**config.mk**
```make
export PLATFORM = sky130hd
export DESIGN_NAME = dma_ctl_start
export DESIGN_NICKNAME = d
export VERILOG_FILES = /design/src/rtl/dma_ctl_pkg.sv /design/src/rtl/dma_ctl_decode.sv /design/src/rtl/dma_ctl_chan.sv /design/src/rtl/dma_ctl_start.sv
export SDC_FILE = /design/constraint.sdc
export NUM_CORES = 1
export LEC_CHECK = 0
export ABC_AREA = 1
export CORE_AREA = 3 3 289 291
export CTS_CLUSTER_DIAMETER = 80
export DETAILED_ROUTE_END_ITERATION = 6
export DIE_AREA = 0 0 292 294
export DONT_BUFFER_PORTS = 1
export SLEW_MARGIN = 25
export SYNTH_ARGS = -nofsm -noshare
export SYNTH_HDL_FRONTEND = slang
export SYNTH_HIERARCHICAL = 1
export SYNTH_SLANG_ARGS = --single-unit
```
**constraint.sdc**
```tcl
create_clock -name clk -period 16.3 [get_ports clk]
set_input_delay 3.26 -clock clk [delete_from_list [all_inputs] [get_ports clk]]
set_output_delay 3.26 -clock clk [all_outputs]
set_load 0.1 [all_outputs]
```
**src/rtl/dma_ctl_pkg.sv**
```systemverilog
package dma_ctl_pkg;
  localparam int ADDR_W      = 28;
  localparam int RAW_W       = 32;
  localparam int CTL_W       = 16;
  localparam int RAW_CNT_W   = 16;
  localparam int SMALL_CNT_W = 14;
  localparam int CNT_W       = RAW_CNT_W + 1;

  localparam int EN_BIT   = 15;
  localparam int IRQ_BIT  = 14;
  localparam int TM_LSB   = 12;
  localparam int WORD_BIT = 10;
  localparam int RPT_BIT  = 9;
  localparam int SRC_LSB  = 7;
  localparam int DST_LSB  = 5;

  typedef enum logic [1:0] {
    TM_IMM     = 2'd0,
    TM_VBLANK  = 2'd1,
    TM_HBLANK  = 2'd2,
    TM_SPECIAL = 2'd3
  } timing_e;

  typedef enum logic [1:0] {
    STEP_INC        = 2'd0,
    STEP_DEC        = 2'd1,
    STEP_FIXED      = 2'd2,
    STEP_INC_RELOAD = 2'd3
  } step_e;

  typedef enum logic [1:0] {
    FIFO_NONE = 2'd0,
    FIFO_A    = 2'd1,
    FIFO_B    = 2'd2,
    FIFO_RSVD = 2'd3
  } fifo_e;

  typedef struct packed {
    logic [ADDR_W-1:0] src;
    logic [ADDR_W-1:0] dst;
    logic [CNT_W-1:0]  cnt;
    step_e             dst_step;
    step_e             src_step;
    logic              rpt;
    logic              word32;
    timing_e           timing;
    logic              irq;
    fifo_e             fifo;
  } chan_cfg_t;
endpackage

```
**src/rtl/dma_ctl_decode.sv**
```systemverilog
module dma_ctl_decode
  import dma_ctl_pkg::*;
#(
  parameter int              CH_IDX      = 0,
  parameter int              NUM_CH      = 4,
  parameter int              SND_LO      = 1,
  parameter int              SND_HI      = 2,
  parameter logic [ADDR_W-1:0] FIFO_B_ADDR = 28'h40000A4,
  parameter logic [3:0]      EE_PAGE     = 4'hD,
  parameter logic [4:0]      EE_CODE     = 5'd17
) (
  input  logic [CTL_W-1:0]     ctl,
  input  logic [RAW_W-1:0]     src_raw,
  input  logic [RAW_W-1:0]     dst_raw,
  input  logic [RAW_CNT_W-1:0] cnt_raw,
  output chan_cfg_t            cfg,
  output logic                 eeprom_hit
);
  localparam bit IS_LAST = (CH_IDX == NUM_CH - 1);
  localparam bit SND_OK  = (CH_IDX >= SND_LO) && (CH_IDX <= SND_HI);

  logic [CNT_W-1:0]  cnt_norm;
  logic [ADDR_W-1:0] dst_m;
  timing_e           tm;
  logic              snd_mode;

  assign dst_m = dst_raw[ADDR_W-1:0];
  assign tm    = timing_e'(ctl[TM_LSB +: 2]);

  generate
    if (IS_LAST) begin : g_big_cnt
      assign cnt_norm   = (cnt_raw == '0) ? CNT_W'(1 << RAW_CNT_W) : CNT_W'(cnt_raw);
      assign eeprom_hit = (dst_m[ADDR_W-1 -: 4] == EE_PAGE) && (cnt_raw[4:0] == EE_CODE);
    end else begin : g_small_cnt
      logic [SMALL_CNT_W-1:0] c_m;
      assign c_m        = cnt_raw[SMALL_CNT_W-1:0];
      assign cnt_norm   = (c_m == '0) ? CNT_W'(1 << SMALL_CNT_W) : CNT_W'(c_m);
      assign eeprom_hit = 1'b0;
    end
    if (SND_OK) begin : g_snd
      assign snd_mode = (tm == TM_SPECIAL);
    end else begin : g_nosnd
      assign snd_mode = 1'b0;
    end
  endgenerate

  always_comb begin
    cfg.src      = src_raw[ADDR_W-1:0];
    cfg.dst      = dst_m;
    cfg.src_step = step_e'(ctl[SRC_LSB +: 2]);
    cfg.rpt      = ctl[RPT_BIT];
    cfg.timing   = tm;
    cfg.irq      = ctl[IRQ_BIT];
    if (snd_mode) begin
      cfg.cnt      = CNT_W'(4);
      cfg.word32   = 1'b1;
      cfg.dst_step = STEP_FIXED;
      cfg.fifo     = (dst_m == FIFO_B_ADDR) ? FIFO_B : FIFO_A;
    end else begin
      cfg.cnt      = cnt_norm;
      cfg.word32   = ctl[WORD_BIT];
      cfg.dst_step = step_e'(ctl[DST_LSB +: 2]);
      cfg.fifo     = FIFO_NONE;
    end
  end
endmodule

```
**src/rtl/dma_ctl_chan.sv**
```systemverilog
module dma_ctl_chan
  import dma_ctl_pkg::*;
(
  input  logic             clk,
  input  logic             rst_n,
  input  logic             wr,
  input  logic [CTL_W-1:0] wr_data,
  input  chan_cfg_t        cfg_in,
  output chan_cfg_t        cfg_q,
  output logic             active_q,
  output logic             start_q,
  output logic             clear_q,
  output logic [CTL_W-1:0] ctl_q
);
  chan_cfg_t        cfg_n;
  logic             active_n;
  logic             start_n;
  logic             clear_n;
  logic [CTL_W-1:0] ctl_n;
  logic             load_cfg;

  always_comb begin
    cfg_n    = cfg_q;
    active_n = active_q;
    ctl_n    = ctl_q;
    start_n  = 1'b0;
    clear_n  = 1'b0;
    load_cfg = 1'b0;
    if (wr) begin
      ctl_n = wr_data;
      if (wr_data[EN_BIT]) begin
        if (!active_q) begin
          load_cfg = 1'b1;
          active_n = 1'b1;
          cfg_n    = cfg_in;
          start_n  = (timing_e'(wr_data[TM_LSB +: 2]) == TM_IMM);
        end
      end else begin
        active_n   = 1'b0;
        cfg_n.fifo = FIFO_NONE;
        clear_n    = 1'b1;
      end
    end
  end

  always_ff @(posedge clk or negedge rst_n) begin
    if (!rst_n) begin
      active_q <= 1'b0;
      start_q  <= 1'b0;
      clear_q  <= 1'b0;
      ctl_q    <= '0;
    end else begin
      active_q <= active_n;
      start_q  <= start_n;
      clear_q  <= clear_n;
      if (wr) ctl_q <= ctl_n;
    end
  end

  always_ff @(posedge clk or negedge rst_n) begin
    if (!rst_n) begin
      cfg_q <= '0;
    end else if (load_cfg || (wr && !wr_data[EN_BIT])) begin
      cfg_q <= cfg_n;
    end
  end


  start_only_active_chk: assert property (@(posedge clk) disable iff (!rst_n)
    start_q |-> active_q);

  start_one_cycle_chk: assert property (@(posedge clk) disable iff (!rst_n)
    start_q |=> !start_q);

  params_hold_chk: assert property (@(posedge clk) disable iff (!rst_n)
    (active_q && $past(active_q)) |-> $stable(cfg_q));

  clear_drops_chk: assert property (@(posedge clk) disable iff (!rst_n)
    clear_q |-> (!active_q && cfg_q.fifo == FIFO_NONE));

  cnt_nonzero_chk: assert property (@(posedge clk) disable iff (!rst_n)
    active_q |-> (cfg_q.cnt != '0));
endmodule

```
**src/rtl/dma_ctl_start.sv**
```systemverilog
module dma_ctl_start
  import dma_ctl_pkg::*;
#(
  parameter int                NUM_CH      = 4,
  parameter int                SND_LO      = 1,
  parameter int                SND_HI      = 2,
  parameter logic [ADDR_W-1:0] FIFO_B_ADDR = 28'h40000A4,
  parameter logic [3:0]        EE_PAGE     = 4'hD,
  parameter logic [4:0]        EE_CODE     = 5'd17,
  localparam int               CH_W        = (NUM_CH > 1) ? $clog2(NUM_CH) : 1
) (
  input  logic                        clk,
  input  logic                        rst_n,
  input  logic                        wr_en,
  input  logic [CH_W-1:0]             wr_ch,
  input  logic [CTL_W-1:0]            wr_data,
  input  logic [NUM_CH*RAW_W-1:0]     src_in,
  input  logic [NUM_CH*RAW_W-1:0]     dst_in,
  input  logic [NUM_CH*RAW_CNT_W-1:0] cnt_in,
  output logic [NUM_CH-1:0]           active_o,
  output logic [NUM_CH-1:0]           start_o,
  output logic [NUM_CH-1:0]           clear_o,
  output logic [NUM_CH*CTL_W-1:0]     ctl_rd_o,
  output logic [NUM_CH*ADDR_W-1:0]    src_o,
  output logic [NUM_CH*ADDR_W-1:0]    dst_o,
  output logic [NUM_CH*CNT_W-1:0]     cnt_o,
  output logic [NUM_CH*2-1:0]         dst_step_o,
  output logic [NUM_CH*2-1:0]         src_step_o,
  output logic [NUM_CH-1:0]           repeat_o,
  output logic [NUM_CH-1:0]           word32_o,
  output logic [NUM_CH*2-1:0]         timing_o,
  output logic [NUM_CH-1:0]           irq_o,
  output logic [NUM_CH*2-1:0]         fifo_o,
  output logic                        eeprom_big_o
);
  logic [1:0]        rst_sync;
  logic              rst_int_n;
  logic [NUM_CH-1:0] wr_sel;
  logic [NUM_CH-1:0] ee_hit;
  logic [NUM_CH-1:0] active_q;
  chan_cfg_t         cfg_dec [NUM_CH];
  chan_cfg_t         cfg_q   [NUM_CH];
  logic              ee_set;
  logic              ee_n;
  logic              ee_q;

  always_ff @(posedge clk or negedge rst_n) begin
    if (!rst_n) rst_sync <= 2'b00;
    else        rst_sync <= {rst_sync[0], 1'b1};
  end
  assign rst_int_n = rst_sync[1];

  genvar i;
  generate
    for (i = 0; i < NUM_CH; i++) begin : g_ch
      assign wr_sel[i] = wr_en && (wr_ch == CH_W'(i));

      dma_ctl_decode #(
        .CH_IDX(i), .NUM_CH(NUM_CH), .SND_LO(SND_LO), .SND_HI(SND_HI),
        .FIFO_B_ADDR(FIFO_B_ADDR), .EE_PAGE(EE_PAGE), .EE_CODE(EE_CODE)
      ) u_dec (
        .ctl(wr_data),
        .src_raw(src_in[i*RAW_W +: RAW_W]),
        .dst_raw(dst_in[i*RAW_W +: RAW_W]),
        .cnt_raw(cnt_in[i*RAW_CNT_W +: RAW_CNT_W]),
        .cfg(cfg_dec[i]),
        .eeprom_hit(ee_hit[i])
      );

      dma_ctl_chan u_chan (
        .clk(clk), .rst_n(rst_int_n), .wr(wr_sel[i]), .wr_data(wr_data),
        .cfg_in(cfg_dec[i]), .cfg_q(cfg_q[i]), .active_q(active_q[i]),
        .start_q(start_o[i]), .clear_q(clear_o[i]),
        .ctl_q(ctl_rd_o[i*CTL_W +: CTL_W])
      );

      assign active_o[i]                = active_q[i];
      assign src_o[i*ADDR_W +: ADDR_W]  = cfg_q[i].src;
      assign dst_o[i*ADDR_W +: ADDR_W]  = cfg_q[i].dst;
      assign cnt_o[i*CNT_W +: CNT_W]    = cfg_q[i].cnt;
      assign dst_step_o[i*2 +: 2]       = cfg_q[i].dst_step;
      assign src_step_o[i*2 +: 2]       = cfg_q[i].src_step;
      assign repeat_o[i]                = cfg_q[i].rpt;
      assign word32_o[i]                = cfg_q[i].word32;
      assign timing_o[i*2 +: 2]         = cfg_q[i].timing;
      assign irq_o[i]                   = cfg_q[i].irq;
      assign fifo_o[i*2 +: 2]           = cfg_q[i].fifo;


      snd_force_chk: assert property (@(posedge clk) disable iff (!rst_int_n)
        (cfg_q[i].fifo != FIFO_NONE) |->
          (cfg_q[i].word32 && cfg_q[i].cnt == CNT_W'(4) && cfg_q[i].dst_step == STEP_FIXED));
    end
  endgenerate

  always_comb begin
    ee_set = |(wr_sel & ee_hit & ~active_q) && wr_data[EN_BIT];
    ee_n   = ee_q | ee_set;
  end

  always_ff @(posedge clk or negedge rst_int_n) begin
    if (!rst_int_n) ee_q <= 1'b0;
    else            ee_q <= ee_n;
  end
  assign eeprom_big_o = ee_q;


  ee_sticky_chk: assert property (@(posedge clk) disable iff (!rst_int_n)
    ee_q |=> ee_q);

  clear_start_excl_chk: assert property (@(posedge clk) disable iff (!rst_int_n)
    (clear_o & start_o) == '0);
endmodule

```
### Yosys cells after proc, flatten, opt, wreduce, memory -nomap -nowiden

Index checks and enable logic that the tools add are counted.

| operators by class | value |
|---|---|
| equal/unequal tests | 12 |
| muxes and demuxes | 49 |
| bitwise operators | 8 |
| reduce and logical (&&, ||, !) cells | 30 |

Operator list:

| operator | count |
|---|---|
| $eq 28x27->1 const B | 2 |
| $mux 17 | 3 |
| $mux 15 | 3 |
| $logic_not 14->1 | 3 |
| $mux 1 | 31 |
| $mux 2 | 12 |
| $logic_not 16->1 | 1 |
| $reduce_and 4->1 | 4 |
| $reduce_and 3->1 | 4 |
| $logic_and 1x1->1 | 10 |
| $and 4x4->4 | 2 |
| $ne 2x2->1 const B | 4 |
| $eq 2x2->1 const B | 3 |
| $eq 5x5->1 const B | 1 |
| $eq 4x4->1 const B | 1 |
| $logic_not 2->1 | 2 |
| $logic_or 1x1->1 | 4 |
| $not 1->1 | 4 |
| $not 4->4 | 1 |
| $reduce_or 4->1 | 1 |
| $eq 2x1->1 const B | 1 |
| $logic_not 1->1 | 1 |
| $or 1x1->1 | 1 |

| storage, ports and cells | value |
|---|---|
| flip-flop bits (word level) | 413 |
| output and inout port bits | 413 |
| word-level logic and storage cells | 157 |

### Depth between registers and ports, before layout

Gate-level depths: netlist of run 1.

| depth | value |
|---|---|
| depth in word-level cells | 7 |
| mapped depth | 9 |
| gate-level depth less buffers | 9 |

### Hierarchy

Netlist of run 1, hierarchy kept.

Modules (own cells, without submodules):

| module | times used | cells an instance | area an instance (µm²) |
|---|---|---|---|
| dma_ctl_chan | 4 | 449 | 4192.8 |
| dma_ctl_decode at g_ch[1].u_dec ... | 2 | 176 | 924.6 |
| dma_ctl_decode at g_ch[3].u_dec | 1 | 114 | 694.4 |
| dma_ctl_decode at g_ch[0].u_dec | 1 | 105 | 660.6 |
| dma_ctl_start | 1 | 33 | 191.4 |

### Worst setup path after synthesis of run 1

Ideal clock, no wire load.

| timing | value |
|---|---|
| path type | reg-to-output |
| start | register, netlist name g_ch[0].u_chan/active_q |
| end | output port ctl_rd_o[15] |
| data arrival time | 1386 ps |
| required time | 13040 ps |
| slack | 11654 ps |
| cell stages (with the launch flop) | 2 |
| cells stage by stage | dfrtp_1 buf_4 |

RTL lines:

| what | line | text |
|---|---|---|
| end, declared | dma_ctl_start.sv:23 | `output logic [NUM_CH*CTL_W-1:0] ctl_rd_o,` |

==> reports/qor.txt, run 1 <==
initial core utilization = 25.0%
crit-path leading delay family = flip-flops
gr ovfl total = 0
number of cells on the critical path = 1
CP max stage cell = dfrtp_2
post-DP HPWL = 43.0 mm
first-pass GRT wire length = 93.6 mm
antenna-violating nets left = 0
residual DRC count = 0
cell area after synthesis = 20,200 sq um
Slowest Stage Delay on Critical Path = 0.68 ns
Synth top area share = 51.0%
crit path cell chain = buf_4
Die Y = 294 um
GPL Wtd Cong = 0.829
Power Dens Cells = 241 nW/um^2
Data required, critical path = 13.04 ns
Layout area overhead = -0.223%
fin crit period = 4.99 ns
CP Class = flip-flop to primary output
# rows = 104
First DRT Iteration DRCs = 1,131
total global-route track usage = 14.2%
die area = 85,800 sq um
hold_buf cts = 0
register bit total from synthesis = 411
Post-Route WL = 64.8 mm
post-synth top area cell = dfrtp_1
worst hold path type = flip-flop to async pin
DR WL/cell = 20.8 um
CTS Root Cell = clkbuf_16
Pins Over Slew Limit = 0
Longest Clk Path Bufs = 3
ranking of synthesized cells by area = dfrtp_1 (51%), nand2_1 (17%), buf_4 (11%)
sum of negative setup slack = 0 ns
largest net degree at the start of global routing = 350
Core Util, Final = 24.9%
Port Buffer Count = 0
status = finished, final reports clean
Reg2Reg Depth = 6
Clock Skew = 0.0180 ns
slew margin rel. = 28.0%
total CTS buffers = 47
initial antenna violation count = 8
Post-CTS Setup Bufs = 0
1st-pass router iterations = 7
crit path DAT = 1.73 ns
Tcrit/Tclk final = 30.6%
Die Span X = 292 um
RSZ-0062 raised after global routing = false
CP Buf/Inv Count = 1
# setup viols final = 0
sequential share of the synthesized area = 51.0%
register area = 10,300 sq um
post_cts resized = 0
vias per cell = 4.58
DR vias = 14,300
Critical Path Sink Type = primary output
layout cell share with drive strength beyond 1 = 6.68%
CTS tree = done
syn_area_per_cell = 8.40 sq um
worst vdd ir = 0.000114 V
r2r startpoint = g_ch[0].u_chan/active_q
Leak = 0.0104 uW
post-synthesis cell count = 2,400
Worst setup SP type = flip-flop
Num Clock Sinks = 411
core area = 80,800 sq um
hold violation count in the final report = 0
Netlist cell types = 21
Yosys Warn Count = 6
clock slew at reported path FFs = 0.06 ns
end of the worst register-to-register path = g_ch[0].u_chan/cfg_q[73]
Max Cap Viol = 0
CP max FO = 4
io pins = 754
f_max = 200 MHz
Layout Nets = 2,356
H-Tree Depth = 2
combined area of the multi-input logic cells = 6250 sq um
Worst Tran Pin Value = 1.08 ns
worst hold margin = 0.310 ns
final-layout fill cell count = 8,648
Reg2Reg Setup Slack = 12.93 ns
clock latency at the later pin of the worst-skew pair = 0.57 ns
vias in the first global route = 13,600
per-stage QoR:
stage | worst slack [ns] | total power [uW] | cells | instance area, sq um
after detailed placement | 10.64 | 3760 | 3026 | 18500
after global placement | 10.63 | 3750 | 3026 | 18500
after floorplan | 4.00 | 3660 | 2409 | 20200
after global routing | 11.24 | 5000 | 3112 | 20100
after CTS | 11.25 | 4880 | 3111 | 20100
final | 11.31 | 4840 | 3115 | 20100
cells in the final DEF (no fill, tap or decap), types with 5 or more instances in the layout:
cell type / instances
buf_4: 17
bufinv_16: 5
clkbuf_1: 9
clkbuf_16: 49
clkbuf_8: 11
clkinv_2: 11
conb_1: 14
dfrtp_1: 406
inv_1: 99
inv_2: 15
nand2_1: 930
nand3_1: 6
nand4_1: 343
nor2_1: 99
or2_2: 8
cell type report:
class | instances | area share, %
Antenna cell | 4 | 0.0497
Clock buffer | 69 | 7.01
Clock inverter | 16 | 1.07
Inverter | 119 | 2.25
Multi-Input combinational cell | 1416 | 31.1
Sequential cell | 411 | 51.2
Tap cell | 1060 | 6.59
Timing Repair Buffer | 20 | 0.802
state kept, by name (all words and copies together), names as in the netlist:
name	count
eeprom_big_o	1
g_ch.u_chan/active_q	4
g_ch.u_chan/cfg_q	336
g_ch.u_chan/clear_q	4
g_ch.u_chan/ctl_q	60
g_ch.u_chan/start_q	4
rst_sync	2
how the worst max path moves through the flow:
stage | to | startpoint | slack (ns)
final | ctl_rd_o[63] | g_ch[3].u_chan/active_q | 11.31
after global routing | g_ch[0].u_chan/cfg_q[74] | wr_ch[1] | 11.24
after CTS | ctl_rd_o[63] | g_ch[3].u_chan/active_q | 11.25
after detailed placement | g_ch[2].u_chan/active_q | wr_ch[0] | 10.64
after global placement | g_ch[2].u_chan/active_q | wr_ch[0] | 10.63
after floorplan | eeprom_big_o | rst_sync[1] | 4.00
cell usage after synthesis, drive strengths merged:
| library cell | count |
|---|---|
| clkinv | 1 |
| nor2 | 103 |
| inv | 118 |
| clkbuf | 54 |
| nand4 | 343 |
| nor3 | 1 |
| and2 | 1 |
| nand2 | 931 |
| nand3b | 1 |
| dfrtp | 411 |
| or2 | 8 |
| a21oi | 4 |
| conb | 5 |
| nand3 | 10 |
| buf | 409 |
power breakdown:
group / total, uW / internal (uW) / switching [uW]
combinational: 339 / 116 / 224
sequential: 3390 / 1230 / 2160
clock: 1110 / 677 / 431
total: 4840 / 2020 / 2820
routing by layer:
| metal | part of all wire, % | vias to the layer above | GRT usage, % |
|---|---|---|---|
| met5 | 0.017 | - | 0 |
| met4 | 3.6 | 2 | 5.41 |
| met3 | 8.8 | 123 | 4.28 |
| met2 | 48 | 656 | 23.0 |
| met1 | 40 | 6841 | 17.8 |
| li1 | - | 6652 | - |
cells by family after synthesis:
logic type             share of synthesized area [%]
and+or+nand+nor                                 30.6
buffers and inverters                           18.2
DFF                                             51.0
other                                         0.0931
AOI/OAI and AO/OA                             0.0993
Power figures use the tool's default switching activity.
==> run 2, diff against run 1 <==
- CORE_AREA: 3 3 289 291 -> 3 3 295 297
- DIE_AREA: 0 0 292 294 -> 0 0 298 300
- clock period: 16.3 -> 4.3 ns (I/O delays scaled with it)
==> run 2 against run 1 <==
Compared with the run above: clock power rose to 3.9 times the previous value; clock skew up 0.0046 ns; setup slack worse by 9.5 ns; wire length up 1.8%; cell area up 1.7%; sequential cell count unchanged; non-clock buffer count up 7; final cell count up 3.0%; sequential power rose to 3.8 times the previous value; combinational power rose to 4.0 times the previous value; first-iteration DRC count up 11%; critical path type unchanged; sequential share of layout area down 0.83 points.
==> reports/qor.txt, run 2 (synthesized netlist as in run 1, its figures left out) <==
status = finished, final reports clean
worst hold margin = 0.273 ns
DR WL/cell = 20.6 um
Data required, critical path = 3.44 ns
Leak = 0.0106 uW
gr ovfl total = 0
fin cells = 3,209
Max Cap Viol = 0
CP Launch Point = g_ch[2].u_chan/cfg_q[7]
fin crit period = 2.50 ns
DR vias = 14,400
Power Dens Cells = 904 nW/um^2
final-layout fill cell count = 9,313
layout cell share with drive strength beyond 1 = 7.42%
initial antenna violation count = 10
clock slew at reported path FFs = 0.06 ns
CP Class = flip-flop to primary output
CTS tree = done
antenna-violating nets left = 0
most frequent cells in the layout = nand2_1 (930), dfrtp_1 (404), nand4_1 (343), inv_1 (99), nor2_1 (99)
GR Layer Usage met2 = 22.6%
slew margin rel. = 29.0%
Pins Over Slew Limit = 0
# setup viols final = 0
io pins = 754
total CTS buffers = 50
Worst setup SP type = flip-flop
CP max FO = 2
Critical Path Sink Type = primary output
Post-Route WL = 66.0 mm
post-DP HPWL = 44.3 mm
Port Buffer Count = 0
r2r startpoint = g_ch[1].u_chan/active_q
Num Clock Sinks = 411
largest net degree at the start of global routing = 350
First DRT Iteration DRCs = 1,257
Largest regs = g_ch.u_chan/cfg_q x336, g_ch.u_chan/ctl_q x60
Longest Clk Path Bufs = 3
sum of negative setup slack = 0 ns
Layout Nets = 2,366
residual DRC count = 0
Tcrit/Tclk final = 58.0%
1st-pass router iterations = 7
hold violation count in the final report = 0
crit path DAT = 1.64 ns
commonest non-fill, non-tap cell in the layout = nand2_1
CTS Root Cell = clkbuf_16
initial core utilization = 23.8%
Layout area overhead = 1.48%
worst hold path type = flip-flop to async pin
met3 GRT Util = 4.44%
core area = 84,900 sq um
Post-CTS Setup Bufs = 0
Worst Tran Pin Value = 1.07 ns
H-Tree Depth = 2
Die Y = 300 um
max FFs per register = 336
grt peak-use layer = met2
total global-route track usage = 13.9%
Die Span X = 298 um
vias per cell = 4.50
Core Util, Final = 24.1%
Largest Register = g_ch.u_chan/cfg_q
RSZ-0062 raised after global routing = false
f_max = 401 MHz
clock latency at the later pin of the worst-skew pair = 0.59 ns
die area = 89,400 sq um
worst vdd ir = 0.000360 V
vias in the first global route = 13,900
grt met1 use = 17.4%
DP Cell Count = 3,115
GPL Wtd Cong = 0.797
Clock Skew = 0.0225 ns
# rows = 107
first-pass GRT wire length = 95.7 mm
[run 2: changes by cell type in the layout (fill, tap and decap cells not counted), moves of 3 or more]
cell      delta
buf_12       +6
buf_6        -3
clkbuf_1     -3
inv_8        +4
[run 2: per-layer routing]
layer	up-vias	wire (um)
li1	6658	-
met1	7007	26600
met2	657	31500
met3	120	5890
met4	0	2050
met5	-	0
[run 2: final timing paths]
kind / to / slack (ns) / cells past startpoint
worst min-delay path: g_ch[3].u_chan/cfg_q[55] / 0.27 / 0
min in group clk: rst_sync[1] / 0.36 / 0
max in group asynchronous: g_ch[1].u_chan/clear_q / 2.87 / 2
worst max-delay path: src_step_o[4] / 1.80 / 0
worst max register to register: g_ch[1].u_chan/cfg_q[57] / 1.95 / 5
worst min register to register: g_ch[3].u_chan/cfg_q[55] / 0.27 / 0
[run 2: through the flow]
| step | setup WS, ns | total power (uW) | area [sq um] |
|---|---|---|---|
| 2_1_floorplan | 0.266 | 13900 | 20200 |
| 3_3_place_gp | 1.24 | 14200 | 18700 |
| 3_5_place_dp | 1.25 | 14300 | 18700 |
| 4_1_cts | 1.66 | 18700 | 20400 |
| 5_1_grt | 1.70 | 19200 | 20500 |
| 6_report | 1.80 | 18500 | 20500 |
[run 2: timing repair]
| action | CTS | global route |
|---|---|---|
| hold buffers | 1 | 0 |
| setup endpoints to repair | 0 | 0 |
| hold endpoints to repair | 2 | 0 |
| gates resized for setup | 0 | 0 |
[run 2: power by group]
part / internal (uW) / switching (uW)
Clock: 2590 / 1750
Sequential: 4660 / 8140
Combinational: 450 / 894
Total: 7710 / 10800
[run 2: area by class of cell]
cell class / instances / area (sq um) / area share [%]
flip-flops and latches: 411 / 10300 / 50.3
multi-input cells: 1416 / 6270 / 30.6
clock buffers: 70 / 1480 / 7.22
well taps: 1144 / 1430 / 6.99
inverters: 119 / 453 / 2.21
repair buffers: 27 / 300 / 1.47
clock inverters: 20 / 233 / 1.14
diodes: 2 / 5.00 / 0.0245
